File: src/rtl/atm_txc_pkg.sv
package atm_txc_pkg;
  localparam logic [7:0] HEC_POLY  = 8'h07;  // x^8 + x^2 + x + 1, top bit implied
  localparam logic [7:0] HEC_COSET = 8'h55;

  function automatic logic [7:0] crc8_byte(input logic [7:0] crc, input logic [7:0] d);
    logic [7:0] c;
    c = crc;
    for (int i = 7; i >= 0; i--) begin
      if (c[7] ^ d[i]) c = {c[6:0], 1'b0} ^ HEC_POLY;
      else             c = {c[6:0], 1'b0};
    end
    return c;
  endfunction
endpackage

File: src/rtl/atm_hec_gen.sv
module atm_hec_gen
  import atm_txc_pkg::*;
#(
  parameter logic [7:0] COSET = HEC_COSET
) (
  input  logic       clk_i,
  input  logic       rst_ni,
  input  logic       step_i,
  input  logic       first_i,
  input  logic [7:0] data_i,
  output logic [7:0] hec_o
);
  logic [7:0] crc_q;

  always_ff @(posedge clk_i or negedge rst_ni) begin
    if (!rst_ni)     crc_q <= '0;
    else if (step_i) crc_q <= crc8_byte(first_i ? 8'h00 : crc_q, data_i);
  end

  assign hec_o = crc_q ^ COSET;

  // CRC only moves on header octets
  p_crc_idle_r1: assert property (@(posedge clk_i) disable iff (!rst_ni)
    !step_i |=> $stable(crc_q)) else $error("crc moved without header octet");
endmodule

File: src/rtl/atm_payload_scrambler.sv
module atm_payload_scrambler #(
  parameter int unsigned LAG = 43
) (
  input  logic       clk_i,
  input  logic       rst_ni,
  input  logic       step_i,
  input  logic [7:0] data_i,
  output logic [7:0] data_o
);
  logic [LAG-1:0] hist_q, hist_d;
  logic [7:0]     scr;

  always_comb begin
    logic [LAG-1:0] h;
    h = hist_q;
    for (int i = 7; i >= 0; i--) begin
      scr[i] = data_i[i] ^ h[LAG-1];
      h      = {h[LAG-2:0], scr[i]};
    end
    hist_d = h;
  end

  assign data_o = scr;

  always_ff @(posedge clk_i or negedge rst_ni) begin
    if (!rst_ni)     hist_q <= '0;
    else if (step_i) hist_q <= hist_d;
  end

  p_hist_hold_r4: assert property (@(posedge clk_i) disable iff (!rst_ni)
    !step_i |=> $stable(hist_q)) else $error("scrambler history moved while idle");
endmodule

File: src/rtl/atm_cell_tx_stage.sv
module atm_cell_tx_stage
  import atm_txc_pkg::*;
#(
  parameter int unsigned CELL_OCTETS = 53,
  parameter int unsigned HEC_IDX     = 4,
  parameter int unsigned SCR_LAG     = 43
) (
  input  logic       clk_i,
  input  logic       rst_ni,
  input  logic       scr_en_i,
  input  logic       in_valid_i,
  input  logic       in_sop_i,
  input  logic [7:0] in_data_i,
  output logic       in_ready_o,
  output logic       out_valid_o,
  output logic       out_sop_o,
  output logic [7:0] out_data_o,
  input  logic       out_ready_i
);
  localparam int unsigned PW = $clog2(CELL_OCTETS);
  localparam logic [PW-1:0] HEC_P  = PW'(HEC_IDX);
  localparam logic [PW-1:0] LAST_P = PW'(CELL_OCTETS - 1);

  logic [PW-1:0] cnt_q, pos;
  logic          accept, is_hdr, is_hec, is_pl;
  logic [7:0]    hec, scr_data, sel_data;
  logic          out_valid_q, out_sop_q;
  logic [7:0]    out_data_q;

  assign pos        = in_sop_i ? '0 : cnt_q;
  assign is_hdr     = pos < HEC_P;
  assign is_hec     = pos == HEC_P;
  assign is_pl      = pos > HEC_P;
  assign in_ready_o = ~out_valid_q | out_ready_i;
  assign accept     = in_valid_i & in_ready_o;

  atm_hec_gen i_hec (
    .clk_i  (clk_i),
    .rst_ni (rst_ni),
    .step_i (accept & is_hdr),
    .first_i(pos == '0),
    .data_i (in_data_i),
    .hec_o  (hec)
  );

  atm_payload_scrambler #(.LAG(SCR_LAG)) i_scr (
    .clk_i  (clk_i),
    .rst_ni (rst_ni),
    .step_i (accept & is_pl & scr_en_i),
    .data_i (in_data_i),
    .data_o (scr_data)
  );

  always_comb begin
    if (is_hec)                 sel_data = hec;
    else if (is_pl && scr_en_i) sel_data = scr_data;
    else                        sel_data = in_data_i;
  end

  always_ff @(posedge clk_i or negedge rst_ni) begin
    if (!rst_ni)     cnt_q <= '0;
    else if (accept) cnt_q <= (pos == LAST_P) ? '0 : pos + 1'b1;
  end

  always_ff @(posedge clk_i or negedge rst_ni) begin
    if (!rst_ni) begin
      out_valid_q <= 1'b0;
      out_sop_q   <= 1'b0;
      out_data_q  <= '0;
    end else if (in_ready_o) begin
      out_valid_q <= in_valid_i;
      if (accept) begin
        out_sop_q  <= in_sop_i;
        out_data_q <= sel_data;
      end
    end
  end

  assign out_valid_o = out_valid_q;
  assign out_sop_o   = out_sop_q;
  assign out_data_o  = out_data_q;

  p_header_pass_r3: assert property (@(posedge clk_i) disable iff (!rst_ni)
    accept && is_hdr |=> out_data_o == $past(in_data_i)) else $error("header octet altered");
  p_bypass_r5: assert property (@(posedge clk_i) disable iff (!rst_ni)
    accept && is_pl && !scr_en_i |=> out_data_o == $past(in_data_i)) else $error("bypass altered payload");
  p_latency_r6: assert property (@(posedge clk_i) disable iff (!rst_ni)
    accept |=> out_valid_o) else $error("accepted octet not presented");
  p_stall_hold_r7: assert property (@(posedge clk_i) disable iff (!rst_ni)
    out_valid_o && !out_ready_i |=> out_valid_o && $stable(out_data_o) && $stable(out_sop_o))
    else $error("output changed under stall");
  p_ready_r7: assert property (@(posedge clk_i) disable iff (!rst_ni)
    !out_valid_o |-> in_ready_o) else $error("empty stage not ready");
  p_sop_r8: assert property (@(posedge clk_i) disable iff (!rst_ni)
    accept && in_sop_i |=> out_sop_o) else $error("start of cell lost");
endmodule

File: config.mk
export PLATFORM = sky130hd
export DESIGN_NAME = atm_cell_tx_stage
export DESIGN_NICKNAME = d
export VERILOG_FILES = /design/src/rtl/atm_txc_pkg.sv /design/src/rtl/atm_hec_gen.sv /design/src/rtl/atm_payload_scrambler.sv /design/src/rtl/atm_cell_tx_stage.sv
export SDC_FILE = /design/constraint.sdc
export NUM_CORES = 1
export LEC_CHECK = 0
export ABC_CLOCK_PERIOD_IN_PS = 2300
export BUFFER_PORTS_ARGS = -buffer_cell sky130_fd_sc_hd__clkbuf_2
export CAP_MARGIN = 20
export CELL_PAD_IN_SITES_DETAIL_PLACEMENT = 1
export CELL_PAD_IN_SITES_GLOBAL_PLACEMENT = 2
export CORE_MARGIN = 8
export CORE_UTILIZATION = 43
export CTS_BUF_LIST = sky130_fd_sc_hd__clkbuf_4
export CTS_CLUSTER_SIZE = 12
export DETAILED_ROUTE_END_ITERATION = 6
export PLACE_DENSITY = 0.8
export SETUP_SLACK_MARGIN = 0.5
export SLEW_MARGIN = 20
export SYNTH_ARGS = -nofsm -noshare
export SYNTH_HDL_FRONTEND = slang
export SYNTH_SLANG_ARGS = --single-unit
File: constraint.sdc
create_clock -name clk_i -period 2.3 [get_ports clk_i]
set_input_delay 0 -clock clk_i [delete_from_list [all_inputs] [get_ports clk_i]]
set_output_delay 0 -clock clk_i [all_outputs]
set_load 0.05 [all_outputs]
==> summary.txt <==
Yosys
  – Post-Syn Area per Cell: ~12 sq um
  – Syn_nets: roughly 320
  – Sequential share of the synthesized area: 0.469
  – Post-synth EDFFs: 0
  – Seq cells post-synth: 67
  – Post-synth top area share: 0.469
  – Top cells by area, synth: dfrtp_1 (47%), mux2_4 (14%), xnor2_1 (7.6%), nand2_1 (3.0%), a21oi_1 (2.7%)
  – Main flop type after synthesis: dfrtp_1
  – Synthesized cell area: 0.00358 sq mm
  – Synth unique cells: 43
  – FFs w/ async S/R, synth: 1.00
  – Total number of yosys warnings: 0
  – Syn Inst Count: ~300
  – Post-synth top area cell: dfrtp_1

Power and ir drop
  – Peak VDD IR: between 0.5 and 0.6 mV
  – Tot Pwr: between 5 and 6 mW
  – P_leak: 1.99 nW
  – PwrDens: between 1000 and 1500 mW/mm^2

GRT
  – GRT Overall Usage: 0.156
  – First-pass GRT wire length: 14,200 um
  – Total grt overflow: 0
  – Pin count of the biggest net entering global routing: between 50 and 60
  – Number of global-route vias before repair: roughly 2.7k
  – Antenna violations before repair: 0

Final layout
  – Fin area: around 0.0045 sq mm
  – Nets: roughly 380
  – Most frequent cells in the layout: dfrtp_1 (61), mux2_4 (35), xnor2_1 (27)
  – ANT cells: 0
  – Share of cells above drive strength 1: 0.438
  – # fillers: about 840
  – Commonest non-fill, non-tap cell in the layout: dfrtp_1
  – Layout Cells excl Fill: ~480
  – Final core utilization: 0.557
  – Synthesis-to-finish area growth: 26.6%

STA
  – Final hold vios: 0
  – Skew final: about 0.017 ns
  – Maximum clock rate: a little over 0.5 GHz
  – Slew headroom: 0.694
  – Hold_ws: roughly 0.032 ns
  – Final WS setup: 0.339 ns
  – Final Setup Violations: 0
  – Fin crit share: 0.853
  – RSZ-0062 raised after global routing: true
  – Slew Viols, Final: 0
  – Worst-margin pin slew: roughly 0.46 ns
  – Setup TNS: 0 ns
  – Minimum clock period: about 2 ns

Placement
  – Placed cell areas: 0.00380 sq mm
  – Place WS: approximately 0.27 ns
  – Gpl congestion: between 0.7 and 0.8
  – Placed Cells: ~420
  – DPL Wire Length: 5400 um
  – Port bufs: 24

Setup path
  – CP Buf/Inv Count: 2
  – Reg2Reg Depth: 8
  – CP top delay family: simple AND/OR/NAND/NOR gates
  – Crit-path max cell delay: approximately 0.40 ns
  – Setup Crit Path Kind: flop to flop
  – Critical path, cell by cell: nand2b_1, ha_4, and4bb_4, nand2_8, and4_4, buf_6, buf_16, mux2_4
  – Crit path launch type: flop
  – Slowest CP cell: dfrtp_1
  – Crit Path Max Fanout: 6
  – CP Capture Type: flop
  – Worst path required time: 2.60 ns
  – Data arrival, critical path: roughly 2.3 ns
  – CP Depth: 8

Die
  – Initial Util: 0.440
  – Io pins: 25
  – Number of cell rows: 33
  – CORE AREA: between 0.008 and 0.009 sq mm
  – Die area: roughly 0.011 sq mm
  – Die W: around 110 um
  – Die Height: 107 um

Routing
  – DRC Markers: 0
  – Via count: ~2.4k
  – Drt total wl: roughly 8700 um
  – Initial DRC count: between 50 and 60
  – DR pass1 iterations: 4
  – WL/cell: 18.2 um
  – Detail Route Antenna Nets: 0
  – Vias per cell: roughly 5.1

Clock tree
  – H-tree depth: 3
  – Clk_lat worst skew: about 0.42 ns
  – Number of clock sinks: between 60 and 70
  – CTS tree: yes
  – CTS root buffer: clkbuf_4
  – Clock transition at path regs: 0.13 ns
  – CTS max path bufs: 2
  – CTS Buf Count: 9

Status
  – Outcome: completed

Flow run
  – Max-cap violation count: 0

Worst hold path
  – Hold depth: 3
  – Hold Crit Class: primary input to flop
## layout make-up
| class | instances | area (sq um) | area share |
|---|---|---|---|
| inverters | 4 | 15.0 | 0.00331 |
| multi-input cells | 214 | 1910 | 0.422 |
| repair buffers | 71 | 653 | 0.144 |
| clock inverters | 7 | 68.8 | 0.0152 |
| flip-flops and latches | 67 | 1680 | 0.372 |
| clock buffers | 9 | 67.6 | 0.0149 |
| well taps | 105 | 131 | 0.0290 |
## synthesized netlist by cell type (2+ instances only)
cell type and n:
dfrtp_1 67, mux2_4 34, xnor2_1 31, nand2_1 29, a21oi_1 19, o21ai_0 19
nor2_1 12, nand3_1 9, xor2_1 9, mux2_2 8, clkbuf_1 7, nand2b_1 5
inv_1 4, mux2i_1 4, a21o_1 3, buf_12 3, buf_2 3, nor3_1 3
o2bb2ai_1 3, and3_1 2, buf_6 2, ha_1 2, nor3b_1 2, xnor2_2 2
## cells by family (layout without fill, tap and decap cells)
family,count (synthesis),count (layout),synth area share
AOI/OAI and AO/OA,52,52,0.0864
xor gates and xnor gates,43,43,0.112
adders and majority gates,2,2,0.00699
buffers and inverters,20,91,0.0409
DFF,67,67,0.469
muxes,46,46,0.179
and+or+nand+nor,71,71,0.107
## tightest hold or removal path: cells and delay by family
family                 cells  cell delay [ns]
multiplexers               1             0.06
XOR/XNOR                   1             0.15
buffers and inverters      1             0.20
## power by group
part | switching, mW | internal, mW | total (mW)
clock network | 0.456 | 0.325 | 0.781
logic | 1.06 | 1.34 | 2.40
registers | 0.455 | 1.64 | 2.09
## sequential cells by signal (all words and copies together), names as in the netlist
signal / cells
cnt_q: 6
out_valid_o: 1
out_data_o: 8
i_scr.hist_q: 43
i_hec.crc_q: 8
out_sop_o: 1
## final timing paths
check / end / from / slack, ns
min: i_hec.crc_q[3] / in_data_i[3] / 0.03
max in group asynchronous: out_valid_o / rst_ni / 1.62
max: i_scr.hist_q[9] / cnt_q[0] / 0.34
min in group asynchronous: cnt_q[4] / rst_ni / 0.04
max reg2reg: i_scr.hist_q[9] / cnt_q[0] / 0.34
min reg2reg: out_data_o[2] / out_data_o[2] / 0.50
## per-layer routing
| metal | track usage | wire (um) |
|---|---|---|
| met1 | 0.204 | 3960 |
| met2 | 0.249 | 4410 |
| met3 | 0.0408 | 211 |
| met4 | 0.0452 | 92 |
| met5 | 0 | 0 |
## timing repair
action	CTS	global route
endpoints found under the hold margin	72	0
endpoints found under the setup margin	49	57
pin swaps	5	11
buffers inserted	14	13
resized for setup	20	34
hold buffers	7	0
gates cloned	3	2
(Power assumes the default switching activity.)
